<file path="src/rtl/pmc_pkg.sv">
package pmc_pkg;
  typedef enum logic [1:0] {
    ST_RUN     = 2'd0,
    ST_IDLE    = 2'd1,
    ST_PDOWN   = 2'd2,
    ST_OSCWAIT = 2'd3
  } pwrState_t;

  typedef struct packed {
    logic setIdle;
    logic setPdown;
    logic clrMode;
    logic loadCnt;
    logic decCnt;
  } ctrlStrobe_t;
endpackage

</file>
<file path="src/rtl/pmc_datapath.sv">
module pmc_datapath
  import pmc_pkg::*;
#(
  parameter int NUM_PERIPH  = 4,
  parameter int NUM_WAKE    = 2,
  parameter int CNT_W       = 8,
  parameter int STARTUP_RST = 16
) (
  input  logic                  clk,
  input  logic                  rstN,
  input  ctrlStrobe_t           strobe,
  input  logic                  perEnWrEn,
  input  logic [NUM_PERIPH-1:0] perEnWrData,
  input  logic                  wakeMaskWrEn,
  input  logic [NUM_WAKE-1:0]   wakeMaskWrData,
  input  logic                  startupWrEn,
  input  logic [CNT_W-1:0]      startupWrData,
  input  logic [NUM_WAKE-1:0]   asyncWake,
  output logic [1:0]            modeBits,
  output logic [NUM_PERIPH-1:0] perEnReg,
  output logic                  wakeHit,
  output logic                  cntZero
);
  localparam logic [CNT_W-1:0] StartupInit = CNT_W'(STARTUP_RST);

  logic [NUM_WAKE-1:0] wakeMask;
  logic [NUM_WAKE-1:0] wakeSync;
  logic [CNT_W-1:0]    startupCnt;
  logic [CNT_W-1:0]    oscCnt;

  // Two-flop synchronizer per clockless wake line
  for (genvar w = 0; w < NUM_WAKE; w++) begin : g_wakeSync
    logic meta;
    always_ff @(posedge clk or negedge rstN) begin
      if (!rstN) begin
        meta        <= 1'b0;
        wakeSync[w] <= 1'b0;
      end else begin
        meta        <= asyncWake[w];
        wakeSync[w] <= meta;
      end
    end
  end

  assign wakeHit = |(wakeSync & wakeMask);
  assign cntZero = (oscCnt == '0);

  always_ff @(posedge clk or negedge rstN) begin
    if (!rstN) begin
      modeBits <= 2'b00;
    end else if (strobe.clrMode) begin
      modeBits <= 2'b00;
    end else if (strobe.setPdown) begin
      modeBits <= 2'b10;
    end else if (strobe.setIdle) begin
      modeBits <= 2'b01;
    end
  end

  always_ff @(posedge clk or negedge rstN) begin
    if (!rstN) begin
      perEnReg   <= '1;
      wakeMask   <= '0;
      startupCnt <= StartupInit;
    end else begin
      if (perEnWrEn)    perEnReg   <= perEnWrData;
      if (wakeMaskWrEn) wakeMask   <= wakeMaskWrData;
      if (startupWrEn)  startupCnt <= startupWrData;
    end
  end

  always_ff @(posedge clk or negedge rstN) begin
    if (!rstN) begin
      oscCnt <= '0;
    end else if (strobe.loadCnt) begin
      oscCnt <= startupCnt;
    end else if (strobe.decCnt && !cntZero) begin
      oscCnt <= oscCnt - 1'b1;
    end
  end

  AST_MODE_ONEHOT: assert property (@(posedge clk) disable iff (!rstN)
    $onehot0(modeBits));
  AST_CNT_LOADED: assert property (@(posedge clk) disable iff (!rstN)
    strobe.loadCnt |=> oscCnt == $past(startupCnt));
endmodule

</file>
<file path="src/rtl/pmc_ctrl.sv">
module pmc_ctrl
  import pmc_pkg::*;
(
  input  logic        clk,
  input  logic        rstN,
  input  logic        modeWrEn,
  input  logic [1:0]  modeWrData,
  input  logic        irqAny,
  input  logic        wakeHit,
  input  logic        cntZero,
  output pwrState_t   state,
  output ctrlStrobe_t strobe
);
  pwrState_t stateNxt;

  always_comb begin
    stateNxt = state;
    strobe   = '0;
    case (state)
      ST_RUN: begin
        if (modeWrEn && modeWrData[1]) begin
          stateNxt        = ST_PDOWN;
          strobe.setPdown = 1'b1;
        end else if (modeWrEn && modeWrData[0]) begin
          stateNxt       = ST_IDLE;
          strobe.setIdle = 1'b1;
        end
      end
      ST_IDLE: begin
        if (irqAny) begin
          stateNxt       = ST_RUN;
          strobe.clrMode = 1'b1;
        end
      end
      ST_PDOWN: begin
        if (wakeHit) begin
          stateNxt       = ST_OSCWAIT;
          strobe.loadCnt = 1'b1;
        end
      end
      ST_OSCWAIT: begin
        if (cntZero) begin
          stateNxt       = ST_RUN;
          strobe.clrMode = 1'b1;
        end else begin
          strobe.decCnt = 1'b1;
        end
      end
      default: stateNxt = ST_RUN;
    endcase
  end

  always_ff @(posedge clk or negedge rstN) begin
    if (!rstN) state <= ST_RUN;
    else       state <= stateNxt;
  end

  AST_IDLE_WAKE: assert property (@(posedge clk) disable iff (!rstN)
    (state == ST_IDLE && irqAny) |=> state == ST_RUN);
  AST_PDOWN_HOLD: assert property (@(posedge clk) disable iff (!rstN)
    (state == ST_PDOWN && !wakeHit) |=> state == ST_PDOWN);
  AST_SETTLE_HOLD: assert property (@(posedge clk) disable iff (!rstN)
    (state == ST_OSCWAIT && !cntZero) |=> state == ST_OSCWAIT);
  AST_SLEEP_WRITE_IGNORED: assert property (@(posedge clk) disable iff (!rstN)
    (state == ST_IDLE && !irqAny) |=> state == ST_IDLE);
endmodule

</file>
<file path="src/rtl/pwr_mode_ctrl.sv">
module pwr_mode_ctrl
  import pmc_pkg::*;
#(
  parameter int NUM_PERIPH  = 4,
  parameter int NUM_WAKE    = 2,
  parameter int NUM_IRQ     = 8,
  parameter int CNT_W       = 8,
  parameter int STARTUP_RST = 16
) (
  input  logic                  clk,
  input  logic                  rstN,
  input  logic                  modeWrEn,
  input  logic [1:0]            modeWrData,
  input  logic                  perEnWrEn,
  input  logic [NUM_PERIPH-1:0] perEnWrData,
  input  logic                  wakeMaskWrEn,
  input  logic [NUM_WAKE-1:0]   wakeMaskWrData,
  input  logic                  startupWrEn,
  input  logic [CNT_W-1:0]      startupWrData,
  input  logic [NUM_IRQ-1:0]    irqIn,
  input  logic [NUM_WAKE-1:0]   asyncWake,
  output logic                  cpuClkEn,
  output logic                  busClkEn,
  output logic                  pllClkEn,
  output logic                  oscEn,
  output logic [NUM_PERIPH-1:0] perClkEn,
  output logic [1:0]            modeRd,
  output logic [NUM_PERIPH-1:0] perEnRd
);
  pwrState_t   state;
  ctrlStrobe_t strobe;
  logic        wakeHit;
  logic        cntZero;
  logic        perDomainOn;

  pmc_ctrl u_ctrl (
    .clk        (clk),
    .rstN       (rstN),
    .modeWrEn   (modeWrEn),
    .modeWrData (modeWrData),
    .irqAny     (|irqIn),
    .wakeHit    (wakeHit),
    .cntZero    (cntZero),
    .state      (state),
    .strobe     (strobe)
  );

  pmc_datapath #(
    .NUM_PERIPH  (NUM_PERIPH),
    .NUM_WAKE    (NUM_WAKE),
    .CNT_W       (CNT_W),
    .STARTUP_RST (STARTUP_RST)
  ) u_dp (
    .clk            (clk),
    .rstN           (rstN),
    .strobe         (strobe),
    .perEnWrEn      (perEnWrEn),
    .perEnWrData    (perEnWrData),
    .wakeMaskWrEn   (wakeMaskWrEn),
    .wakeMaskWrData (wakeMaskWrData),
    .startupWrEn    (startupWrEn),
    .startupWrData  (startupWrData),
    .asyncWake      (asyncWake),
    .modeBits       (modeRd),
    .perEnReg       (perEnRd),
    .wakeHit        (wakeHit),
    .cntZero        (cntZero)
  );

  assign perDomainOn = (state == ST_RUN) || (state == ST_IDLE);
  assign cpuClkEn    = (state == ST_RUN);
  assign busClkEn    = (state == ST_RUN);
  assign pllClkEn    = perDomainOn;
  assign oscEn       = (state != ST_PDOWN);
  assign perClkEn    = perEnRd & {NUM_PERIPH{perDomainOn}};

  AST_PDOWN_ALL_OFF: assert property (@(posedge clk) disable iff (!rstN)
    (modeRd == 2'b10 && !oscEn) |-> (perClkEn == '0 && !pllClkEn && !cpuClkEn && !busClkEn));
  AST_IDLE_PLL_ON: assert property (@(posedge clk) disable iff (!rstN)
    (modeRd == 2'b01) |-> (pllClkEn && oscEn && !cpuClkEn && perClkEn == perEnRd));
  AST_PER_GATED: assert property (@(posedge clk) disable iff (!rstN)
    (perClkEn & ~perEnRd) == '0);
  AST_MODE_SELFCLEAR: assert property (@(posedge clk) disable iff (!rstN)
    $rose(cpuClkEn) |-> modeRd == 2'b00);
endmodule

</file>
<file path="config.mk">
export PLATFORM = sky130hd
export DESIGN_NAME = pwr_mode_ctrl
export DESIGN_NICKNAME = d
export VERILOG_FILES = /design/src/rtl/pmc_pkg.sv /design/src/rtl/pmc_datapath.sv /design/src/rtl/pmc_ctrl.sv /design/src/rtl/pwr_mode_ctrl.sv
export SDC_FILE = /design/constraint.sdc
export NUM_CORES = 1
export LEC_CHECK = 0
export BUFFER_PORTS_ARGS = -buffer_cell sky130_fd_sc_hd__buf_2
export CAP_MARGIN = 20
export CORE_UTILIZATION = 35
export CTS_CLUSTER_SIZE = 14
export DETAILED_ROUTE_END_ITERATION = 10
export PLACE_DENSITY = 0.66
export RECOVER_POWER = 100
export SKIP_CTS_REPAIR_TIMING = 1
export SLEW_MARGIN = 0
export SYNTH_ARGS = -nofsm -noshare
export SYNTH_HDL_FRONTEND = slang
export SYNTH_SLANG_ARGS = --single-unit
</file>
<file path="constraint.sdc">
create_clock -name clk -period 5 [get_ports clk]
set_input_delay 1 -clock clk [delete_from_list [all_inputs] [get_ports clk]]
set_output_delay 1 -clock clk [all_outputs]
set_load 0.01 [all_outputs]
</file>
== After elaboration in Yosys (flattened, before gate mapping) ==
Cells that the tools add are included.

* Input bits: 32
* Flip-flop bits (word level): 30
* Output and inout port bits: 14

* Reduce and logical (&&, ||, !) cells: 12
* Bitwise logic cells: 2
* Mux-type cells: 22
* Equal/unequal tests: 8
* $add $sub $neg: 1

{| class="wikitable"
|+ Operators with widths
! cell !! count
|-
| 2-bit two-way mux || 9
|-
| 8-bit two-way mux || 2
|-
| 1-bit two-way mux || 9
|-
| 8-bit logical NOT || 1
|-
| 2-bit case mux with 4 select lines || 1
|-
| 8-bit OR reduction || 1
|-
| 8-bit by 1-bit subtractor with 8-bit output (second input constant) || 1
|-
| 2-bit by 1-bit != test with 1-bit output (second input constant) || 3
|-
| 4-bit bitwise AND || 1
|-
| 2-bit equality test (second input constant) || 2
|-
| 4-bit AND reduction || 1
|-
| 1-bit logical AND || 3
|-
| 3-bit by 1-bit != test with 1-bit output (second input constant) || 1
|-
| 3-bit nonzero test || 1
|-
| 2-bit bitwise AND || 1
|-
| 2-bit by 1-bit equality test with 1-bit output (second input constant) || 1
|-
| 2-bit logical NOT || 1
|-
| 2-bit != test (second input constant) || 1
|-
| 1-bit case mux with 2 select lines || 1
|-
| 2-bit nonzero test || 1
|-
| 2-bit OR reduction || 1
|-
| 1-bit logical NOT || 1
|-
| 1-bit logical OR || 1
|}

== Logic depth before layout (Yosys ltp) ==
Gate-level depths: netlist (run 1).

* Depth after elaboration: 7
* Mapped depth: 7

== Cells and area by module ==
A second synthesis (run 1) with hierarchy kept.

* Cell total of the unflattened synthesis: 128
* Area, all modules: 1515.2 sq um

{| class="wikitable"
|+ Modules (own cells, without submodules)
! module !! area an instance (sq um) !! seq. area each (sq um) !! cells an instance !! instances
|-
| pmc_datapath || 1285.0 || 706.9 || 100 || 1
|-
| pmc_ctrl || 166.4 || 50.0 || 17 || 1
|-
| pwr_mode_ctrl || 63.8 || 0.0 || 11 || 1
|}

== Least setup slack after synthesis (run 1) ==
Ideal clock, no wire load.

* Path kind: register -> output
* From: register u_ctrl.state[1]
* To: output cpuClkEn
* Path buffers: 2
* Arrival time: 952 ps
* Setup slack: 3048 ps
* Cell stages (with the launch flop): 4
* Path through: dfrtp_1 buf_2 nor2_1 buf_4

* Word-level cells in the longest chain between the ends: 1

{| class="wikitable"
|+ Ends and longest elaborated chain
! element !! line !! text
|-
| start: declaration || pmc_ctrl.sv:11 || <nowiki>output pwrState_t state,</nowiki>
|-
| start signal: assignment || pmc_ctrl.sv:55 || <nowiki>else state <= stateNxt;</nowiki>
|-
| 2-bit logical NOT || -- ||
|-
| end: declaration || pwr_mode_ctrl.sv:22 || <nowiki>output logic cpuClkEn,</nowiki>
|}

Every way passes these cells.

== Final worst setup path (run 1) ==
* From: register u_ctrl.state[1]
* To: output cpuClkEn

* Word-level cells in the longest chain between the ends: 1

{| class="wikitable"
|+ Ends and longest elaborated chain
! element !! line !! text
|-
| 2-bit logical NOT || pwr_mode_ctrl.sv:71 || <nowiki>assign cpuClkEn = (state == ST_RUN);</nowiki>
|}

Every way passes these cells.

==> metrics, run 1 <==
outcome=complete, but fails checks; failing checks=capacitance limit, slew limit; Core ar.=3770 um^2; Initial Utilization=37.4%; largest net degree at the start of global routing=31; WP data required=4.00 ns; setup TNS=0 ns; Setup CP Type=reg2out; Clock power frac=25.0%; Pwr Total=947 uW; GR Util All Layers=16.0%; max-slew violations=31; area grow syn2layout=24.0%; mux cell area share after synthesis=12.0%; Min Hold Slack=0.348 ns; count leader, synth=dfrtp_1; n_diodes=0; via count=1129; WHS Path Cells=0; area leader, netlist=dfrtp_1; max_cap viols=1; simple-gate share of the synthesized area=14.4%; Crit. End Element=primary output; syn nets=155; number of global-route vias before repair=1134; # setup viols final=0; pwr dens=541 nW/um^2; DRT met1 WL=1170 um; Syn Area/Cell=11.7 um^2; Critical Path AT=1.22 ns; Critical Path Start Type=register; Max Used Layer=met4; clock tree buffer depth=2; R2R setup slack=2.83 ns; Die X=65.5 um; HPWL Detailed=2220 um; Sw Ratio=36.2%; Iter 0 DRT Violations=15; Async S/R FF share, synth=100%; Worst Hold Launch=u_dp.g_wakeSync[0].meta; Ys Warns=0; Reg clk slew, reported paths=0.06 ns; DIE AREA=4290 um^2; Max-slew headroom=-2.86%; TritonCTS Sinks=30; adder-cell share of the synthesized area=1.77%; Crit Reg-Reg Startpoint=u_dp.oscCnt[0]; Leak Pwr=0.000767 uW; Rows=22; sequential share of power=39.0%; DR WL met2=1570 um; number of enable flip-flop cells after synthesis=0; wire length on met3=126 um; GRT overflow=0; Worst R2R Path Depth=6; Synth Register Bits=30; Critical R2R Capture=u_dp.oscCnt[4]; CTS root buf=clkbuf_8; layout cells sized above 1=34.3%; post-synthesis compound-gate area fraction=14.2%; die height=65.5 um; Port Buffers=45; Yosys cell types=37; CTS tree=yes; nets@finish=202; Post-Synth XOR/XNOR Area=0%; Clock Latency Late Sink=0.28 ns; Fillers=369; cell-internal power=604 uW; final WL=2920 um; Final Hold Vio Count=0; max frequency=450 MHz; area fraction of the dominant cell type after synthesis=44.3%; I/O pins=46; Comb pwr share=36.0%; Via-to-Cell Ratio=5.20; Hold WC Path Type=reg2reg; hold path endpoint=u_dp.wakeSync[0]; drt pass-1 iters=3; Final period util=44.5%; Final ANT Viol Nets=0; number of buffers created by CTS=5; Setup Skew=0.00404 ns; routed len/inst=13.5 um; final worst path period need=2.22 ns; GP Congestion=0.830; predominant post-synthesis flop cell=dfrtp_1; worst slew pin tran=1.54 ns; sequential element share of the synthesized area=53.6%; Net Sw Power=343 uW; Post-Route Utilization=46.4%; synthesized instance count=121; combinational family with the most area after synthesis=simple AND/OR/NAND/NOR gates; antenna violations before repair=0; Commonest cells post-synth=dfrtp_1, mux2_2, nor2_1, inv_1; first-pass GRT wire length=5020 um; Synth area leaders=dfrtp_1, mux2_2, dfstp_2; DRC=0; unrepaired setup endpoints after global routing=false; crit path max fanout=10; maximum VDD drop=0.251 mV; Cell Area, Synth=1410 um^2; number of H-tree levels=2
## cell type report
class	instances	area (um^2)	area share, %
sequential	30	757	43.2
multi-input combinational	79	593	33.9
timing repair buffer	45	204	11.7
clock buffer	6	72.6	4.15
tap	48	60.1	3.43
clock inverter	2	37.5	2.14
inverter	7	26.3	1.50
## critical path, stage by stage, from the launching register on
cell	delay [ns]
dfrtp_1	0.48
nor2_1	0.27
clkbuf_1	0.19
## worst max path at each step
stage,startpoint,end,slack (ns),cells after the start
detailed placement,u_dp.oscCnt[0],u_dp.oscCnt[4],2.95,6
global placement,u_ctrl.state[0],u_dp.oscCnt[3],3.06,4
CTS,u_ctrl.state[1],busClkEn,2.78,2
global route,u_dp.oscCnt[0],u_dp.oscCnt[4],2.66,6
finish,u_ctrl.state[1],cpuClkEn,2.78,2
floorplan,u_ctrl.state[1],cpuClkEn,3.05,3
## through the flow
step                setup WS, ns  std cells  area [um^2]
floorplan                   3.05        121         1410
global placement            3.06        209         1670
detailed placement          2.95        209         1670
CTS                         2.78        217         1780
global route                2.66        217         1750
finish                      2.78        217         1750
## placed cells by master, fill, tap and decap left out, types with 2 or more instances in the layout
| cell | count |
|---|---|
| nor3_1 | 3 |
| a32o_1 | 2 |
| a221o_1 | 4 |
| clkbuf_1 | 18 |
| o21ai_0 | 2 |
| nand3_1 | 4 |
| buf_2 | 28 |
| a21oi_1 | 4 |
| dfstp_2 | 4 |
| nor2_1 | 9 |
| nor2b_1 | 5 |
| clkbuf_8 | 5 |
| ha_1 | 2 |
| dfrtp_1 | 25 |
| mux2_2 | 15 |
| nand2_1 | 5 |
| a31oi_1 | 4 |
| a21boi_0 | 2 |
| and3_2 | 2 |
| nor4_1 | 2 |
| inv_1 | 7 |
## logic make-up after synthesis
logic type | count (synthesis)
and+or+nand+nor | 36
DFF | 30
AOI/OAI and AO/OA | 26
muxes | 15
buffers and inverters | 12
adders and majority gates | 2
## power groups by stage
stage | logic [uW] | clock network, uW | registers [uW]
2_1_floorplan | 278 | 0 | 357
3_3_place_gp | 339 | 0 | 369
3_5_place_dp | 352 | 0 | 373
4_1_cts | 356 | 246 | 370
5_1_grt | 388 | 256 | 380
6_report | 341 | 237 | 369
## sequential cells by signal, indices dropped and copies added, names as in the netlist
name                  cells
u_dp.oscCnt               8
u_dp.startupCnt           8
u_dp.perEnReg             4
u_ctrl.state              2
u_dp.g_wakeSync.meta      2
u_dp.modeBits             2
u_dp.wakeMask             2
u_dp.wakeSync             2
## metal layers
layer | up-vias | GRT usage [%]
li1 | 543 | -
met5 | - | 0
met2 | 27 | 25.8
met1 | 553 | 18.2
met4 | 0 | 10.3
met3 | 6 | 5.03
Power figures use the tool's default switching activity.
==> inputs of run 2 (changes only) <==
- PLACE_DENSITY: 0.66 -> 0.68
- clock period: 5 -> 1.8 ns (I/O delays scaled with it)
==> run 2 against run 1 <==
The run still ends with capacitance limit, slew limit left; via count up 5.6%; sequential share of layout area shrank 1.9 points; largest cell class unchanged; critical path depth rose by 5.
==> metrics, run 2 (synthesized netlist as in run 1, its figures left out) <==
number of global-route vias before repair=1220 (was 1134); CP max stage cell=dfrtp_1 (unchanged); Sw Ratio=39.1% (was 36.2%); number of H-tree levels=2 (unchanged); maximum VDD drop=0.728 mV (was 0.251 mV); cell-internal power=1720 uW (was 604 uW); Worst Setup EP=u_dp.oscCnt[6] (was cpuClkEn); GR Util All Layers=16.7% (was 16.0%); area grow syn2layout=29.9% (was 24.0%); failing checks=capacitance limit, slew limit (unchanged); R2R setup slack=0.07 ns (was 2.83 ns); Initial Utilization=37.4% (unchanged); max-slew violations=31 (unchanged); HPWL Detailed=2340 um (was 2220 um); max_cap viols=1 (unchanged); Clock Latency Late Sink=0.29 ns (was 0.28 ns); TritonCTS Sinks=30 (unchanged); largest net degree at the start of global routing=31 (unchanged); Leak Pwr=0.000835 uW (was 0.000767 uW); Hold WC Path Type=in2reg (was reg2reg); layout cells sized above 1=42.9% (was 34.3%); sequential share of power=36.5% (was 39.0%); Setup CP Type=reg2reg (was reg2out); first-pass GRT wire length=5320 um (was 5020 um); Final ANT Viol Nets=0 (unchanged); drt pass-1 iters=4 (was 3); most common cell after layout, fill and taps aside=buf_2 (unchanged); crit path cell chain=inv_2 > ha_2 > nor3b_4 > a21oi_4 > buf_4 > a311o_1 > nand3_1 (was nor2_1 > clkbuf_1); Port Buffers=45 (unchanged); Reg clk slew, reported paths=0.07 ns (was 0.06 ns); number of buffers created by CTS=5 (unchanged); Final Hold Vio Count=0 (unchanged); Critical R2R Capture=u_dp.oscCnt[6] (was u_dp.oscCnt[4]); GP Congestion=0.805 (was 0.830); n_diodes=0 (unchanged); final WL=3270 um (was 2920 um); WP data required=2.03 ns (was 4.00 ns); clock tree buffer depth=2 (unchanged); Final period util=96.0%; Min Hold Slack=0.179 ns (was 0.348 ns); max incr delay on CP=0.42 ns (was 0.48 ns); Core ar.=3770 um^2 (unchanged); crit path max fanout=7 (was 10); Critical Path Start Type=register (unchanged); Comb pwr share=43.3% (was 36.0%); setup TNS=0 ns (unchanged); Worst R2R Path Depth=7 (was 6); Critical Path Start=u_dp.oscCnt[0] (was u_ctrl.state[1]); Iter 0 DRT Violations=50 (was 15); DIE AREA=4290 um^2 (unchanged); routed len/inst=14.6 um (was 13.5 um); worst slew pin tran=1.56 ns (was 1.54 ns); pwr dens=1540 nW/um^2 (was 541 nW/um^2); Net Sw Power=1110 uW (was 343 uW); Layout Cells excl Fill=225 (was 217); I/O pins=46 (unchanged); placed cell count=215 (was 209); die height=65.5 um (unchanged); Max-slew headroom=-3.83% (was -2.86%); via count=1192 (was 1129); Largest regs=u_dp.oscCnt: 8 flops, u_dp.startupCnt: 8 flops, u_dp.perEnReg: 4 flops (unchanged); CTS tree=yes (unchanged); DRC=0 (unchanged); Via-to-Cell Ratio=5.30 (was 5.20); Crit Reg-Reg Startpoint=u_dp.oscCnt[0] (unchanged); Rows=22 (unchanged); Die X=65.5 um (unchanged); antenna violations before repair=0 (unchanged); Crit. End Element=register (was primary output); CTS root buf=clkbuf_8 (unchanged); GRT overflow=0 (unchanged); Clock power frac=20.2% (was 25.0%); outcome=complete, but fails checks (unchanged); final worst path period need=1.73 ns; Setup Skew=0.00784 ns (was 0.00404 ns); WHS Path Cells=1 (was 0); # setup viols final=0 (unchanged); nets@finish=210 (was 202); max frequency=579 MHz; Critical Path AT=1.96 ns (was 1.22 ns); most frequent cells in the layout=buf_2, dfrtp_1, mux2_2, clkbuf_1, nor2_1 (was buf_2, dfrtp_1, clkbuf_1, mux2_2, nor2_1)
-- run 2: layer usage --
metal / wire (um) / part of all wire (%) / track usage [%] / vias up
li1: - / - / - / 553
met1: 1290 / 39 / 18.8 / 577
met4: 101 / 3.1 / 10.1 / 0
met3: 205 / 6.3 / 4.86 / 13
met2: 1680 / 51 / 27.7 / 49
met5: 0 / 0 / 0 / -
-- run 2: stage by stage --
step / total power [uW] / area (um^2) / utilization (%) / setup WS [ns]
floorplan: 1770 / 1420 / - / 0.111
global placement: 2060 / 1720 / 45.5 / 0.146
detailed placement: 2140 / 1720 / 45.5 / 0.0333
CTS: 2720 / 1810 / 48.0 / 0.0272
global route: 3010 / 1830 / 48.6 / -0.00548
finish: 2830 / 1830 / 48.6 / 0.0719
-- run 2: worst max-delay path: cells and delay by family, from the launching register on --
family	cells	cell delay (ns)
AOI/OAI and AO/OA	2	0.48
DFF	1	0.42
and+or+nand+nor	2	0.35
buffers and inverters	2	0.26
adders and majority gates	1	0.18
-- run 2: worst min-delay path by stage --
stage	startpoint	to	slack (ns)
after floorplan	rstN	u_ctrl.state[0]	0.06
after global placement	u_dp.g_wakeSync[1].meta	u_dp.wakeSync[1]	0.33
after detailed placement	u_dp.g_wakeSync[0].meta	u_dp.wakeSync[0]	0.33
after CTS	rstN	u_ctrl.state[1]	0.12
after global routing	asyncWake[0]	u_dp.g_wakeSync[0].meta	0.16
final	asyncWake[0]	u_dp.g_wakeSync[0].meta	0.18
-- run 2: power groups by stage --
stage	registers [uW]	logic (uW)	clock network, uW
after floorplan	996	775	0
after global placement	1020	1040	0
after detailed placement	1030	1110	0
after CTS	1020	1120	579
after global routing	1060	1330	619
final	1030	1220	573
-- run 2: area by class of cell --
| class | count | area [um^2] |
|---|---|---|
| multi-input cells | 79 | 621 |
| well taps | 48 | 60.1 |
| clock inverters | 2 | 12.5 |
| inverters | 7 | 26.3 |
| repair buffers | 53 | 274 |
| flip-flops and latches | 30 | 757 |
| fillers | 360 | 1940 |
| clock buffers | 6 | 82.6 |
==> inputs of run 3 (changes only) <==
- ABC_AREA: unset -> 1
- PLACE_DENSITY: 0.68 -> 0.67
==> run 3 against run 2 <==
Global-route usage decreased by 2.0 points; total power decreased by 7.7%; clock skew decreased by 0.00063 ns; sequential share of layout area decreased by 0.39 points; the run now ends clean; critical path type is now reg2out; first-iteration DRC count increased by 8.0%; combinational power decreased by 12%; highest routed layer unchanged.
==> metrics, run 3 <==
max frequency=617 MHz (was 579 MHz); Iter 0 DRT Violations=54 (was 50); via count=1290 (was 1192); worst slew pin tran=0.637 ns (was 1.56 ns); Critical Path Start Type=register (unchanged); nets@finish=269 (was 210); Clock Latency Late Sink=0.28 ns (was 0.29 ns); layout cells sized above 1=24.2% (was 42.9%); Worst Setup EP=oscEn (was u_dp.oscCnt[6]); Setup CP Type=reg2out (was reg2reg); count leader, synth=nand2_1 (was dfrtp_1); cell-internal power=1550 uW (was 1720 uW); Layout Cells excl Fill=286 (was 225); setup TNS=0 ns (unchanged); predominant post-synthesis flop cell=dfrtp_1 (unchanged); maximum VDD drop=0.605 mV (was 0.728 mV); final worst path period need=1.62 ns (was 1.73 ns); Net Sw Power=1060 uW (was 1110 uW); Clock power frac=21.0% (was 20.2%); Critical Path AT=1.26 ns (was 1.96 ns); area leader, netlist=dfrtp_1 (unchanged); Ys Warns=0 (unchanged); drt pass-1 iters=4 (unchanged); Initial Utilization=37.3% (was 37.4%); Critical R2R Capture=u_dp.oscCnt[3] (was u_dp.oscCnt[6]); Via-to-Cell Ratio=4.51 (was 5.30); GP Congestion=0.806 (was 0.805); Final Hold Vio Count=0 (unchanged); Rows=23 (was 22); R2R setup slack=0.27 ns (was 0.07 ns); Syn Area/Cell=8.19 um^2 (was 11.7 um^2); clock tree buffer depth=2 (unchanged); GRT overflow=0 (unchanged); Synth area leaders=dfrtp_1, nand2_1, dfstp_2 (was dfrtp_1, mux2_2, dfstp_2); pwr dens=1410 nW/um^2 (was 1540 nW/um^2); Commonest cells post-synth=nand2_1, nor2_1, dfrtp_1, inv_1, o21ai_0 (was dfrtp_1, mux2_2, nor2_1, inv_1); I/O pins=46 (unchanged); GR Util All Layers=14.7% (was 16.7%); number of buffers created by CTS=5 (unchanged); number of enable flip-flop cells after synthesis=0 (unchanged); Core ar.=4090 um^2 (was 3770 um^2); Crit Reg-Reg Startpoint=u_dp.oscCnt[0] (unchanged); die height=68.0 um (was 65.5 um); max-slew violations=0 (was 31); Largest regs=u_dp.oscCnt: 8 flops, u_dp.startupCnt: 8 flops, u_dp.perEnReg: 4 flops (unchanged); Critical Path Start=u_ctrl.state[1] (was u_dp.oscCnt[0]); Setup Skew=0.00721 ns (was 0.00784 ns); Final period util=90.0% (was 96.0%); number of global-route vias before repair=1172 (was 1220); Final ANT Viol Nets=0 (unchanged); DIE AREA=4620 um^2 (was 4290 um^2); Async S/R FF share, synth=100% (unchanged); most frequent cells in the layout=nand2_1, buf_2, nor2_1, dfrtp_1, inv_1 (was buf_2, dfrtp_1, mux2_2, clkbuf_1, nor2_1); number of H-tree levels=2 (unchanged); area grow syn2layout=21.4% (was 29.9%); synthesized instance count=186 (was 121); sequential share of power=38.1% (was 36.5%); Leak Pwr=0.000954 uW (was 0.000835 uW); area fraction of the dominant cell type after synthesis=41.1% (was 44.3%); CTS root buf=clkbuf_8 (unchanged); sequential element share of the synthesized area=49.7% (was 53.6%); HPWL Detailed=2230 um (was 2340 um); DRC=0 (unchanged); placed cell count=278 (was 215); WP data required=1.44 ns (was 2.03 ns); first-pass GRT wire length=4880 um (was 5320 um); syn nets=220 (was 155); Reg clk slew, reported paths=0.06 ns (was 0.07 ns); Min Hold Slack=0.0928 ns (was 0.179 ns); largest net degree at the start of global routing=31 (unchanged); max_cap viols=0 (was 1); routed len/inst=10.4 um (was 14.6 um); Comb pwr share=40.9% (was 43.3%); crit path max fanout=9 (was 7); Max-slew headroom=57.5% (was -3.83%); CTS tree=yes (unchanged); unrepaired setup endpoints after global routing=false; Cell Area, Synth=1520 um^2 (was 1410 um^2); Worst R2R Path Depth=8 (was 7); Port Buffers=45 (unchanged); Synth Register Bits=30 (unchanged); Die X=68.0 um (was 65.5 um); antenna violations before repair=0 (unchanged); Hold WC Path Type=in2async (was in2reg); Sw Ratio=40.7% (was 39.1%); final WL=2960 um (was 3270 um); # setup viols final=0 (unchanged); Crit. End Element=primary output (was register); outcome=finished clean (was complete, but fails checks); n_diodes=0 (unchanged); Yosys cell types=24 (was 37); most common cell after layout, fill and taps aside=nand2_1 (was buf_2); TritonCTS Sinks=30 (unchanged)
-- run 3: changes by cell type after synthesis, sizes merged, moves of 3 or more --
cell,change
nor2,+24
o21ai,+13
a31oi,-3
mux2,-10
nand3,+7
nand2,+47
a221o,-4
inv,+16
nor2b,-5
nor4,-3
-- run 3: cell type report --
cell class	count	area, um^2
Fill cell	432	2240
Sequential cell	30	757
Multi-Input combinational cell	130	646
Timing Repair Buffer	45	209
Clock buffer	8	90.1
Inverter	23	86.3
Tap cell	50	62.6
-- run 3: logic make-up (layout without fill, tap and decap cells) --
kind of cell | after synthesis | in the layout | synth area share, %
xor gates and xnor gates | 2 | 2 | 1.15
AOI/OAI and AO/OA | 21 | 21 | 7.23
and+or+nand+nor | 100 | 100 | 29.5
DFF | 30 | 30 | 49.7
adders and majority gates | 2 | 2 | 1.64
buffers and inverters | 26 | 76 | 7.14
muxes | 5 | 5 | 3.69
-- run 3: how the worst min path moves through the flow --
stage	start	end	slack, ns	cells after the start
after floorplan	rstN	u_ctrl.state[0]	0.06	0
after global placement	u_dp.g_wakeSync[1].meta	u_dp.wakeSync[1]	0.34	0
after CTS	rstN	u_dp.oscCnt[7]	0.13	1
after global routing	rstN	u_dp.oscCnt[7]	0.16	1
final	rstN	u_dp.oscCnt[7]	0.09	1
after detailed placement	u_dp.g_wakeSync[1].meta	u_dp.wakeSync[1]	0.34	0
-- run 3: power by group through the flow --
stage	clock network [uW]	registers (uW)	logic [uW]
floorplan	0	970	878
global placement	0	1000	1090
detailed placement	0	1010	1120
CTS	568	995	1120
global route	603	1020	1240
finish	549	996	1070
-- run 3: critical path: stages, from the launching register on --
cell     delay, ns
dfrtp_1       0.49
inv_1         0.14
nor2_4        0.13
inv_1         0.08
buf_2         0.14
-- run 3: per-layer routing --
metal	routed length (um)	vias to the layer above	GRT usage (%)
met4	63	0	7.81
met1	1430	565	18.5
li1	-	683	-
met2	1280	36	21.9
met3	187	6	5.00
met5	0	-	0
-- run 3: through the flow --
| stage | instance area [um^2] | total power, uW | setup slack [ns] | utilization [%] |
|---|---|---|---|---|
| 2_1_floorplan | 1520 | 1850 | 0.544 | - |
| 3_3_place_gp | 1790 | 2100 | 0.460 | 43.8 |
| 3_5_place_dp | 1790 | 2120 | 0.412 | 43.8 |
| 4_1_cts | 1880 | 2680 | 0.220 | 46.0 |
| 5_1_grt | 1850 | 2860 | 0.0833 | 45.3 |
| 6_report | 1850 | 2610 | 0.179 | 45.3 |
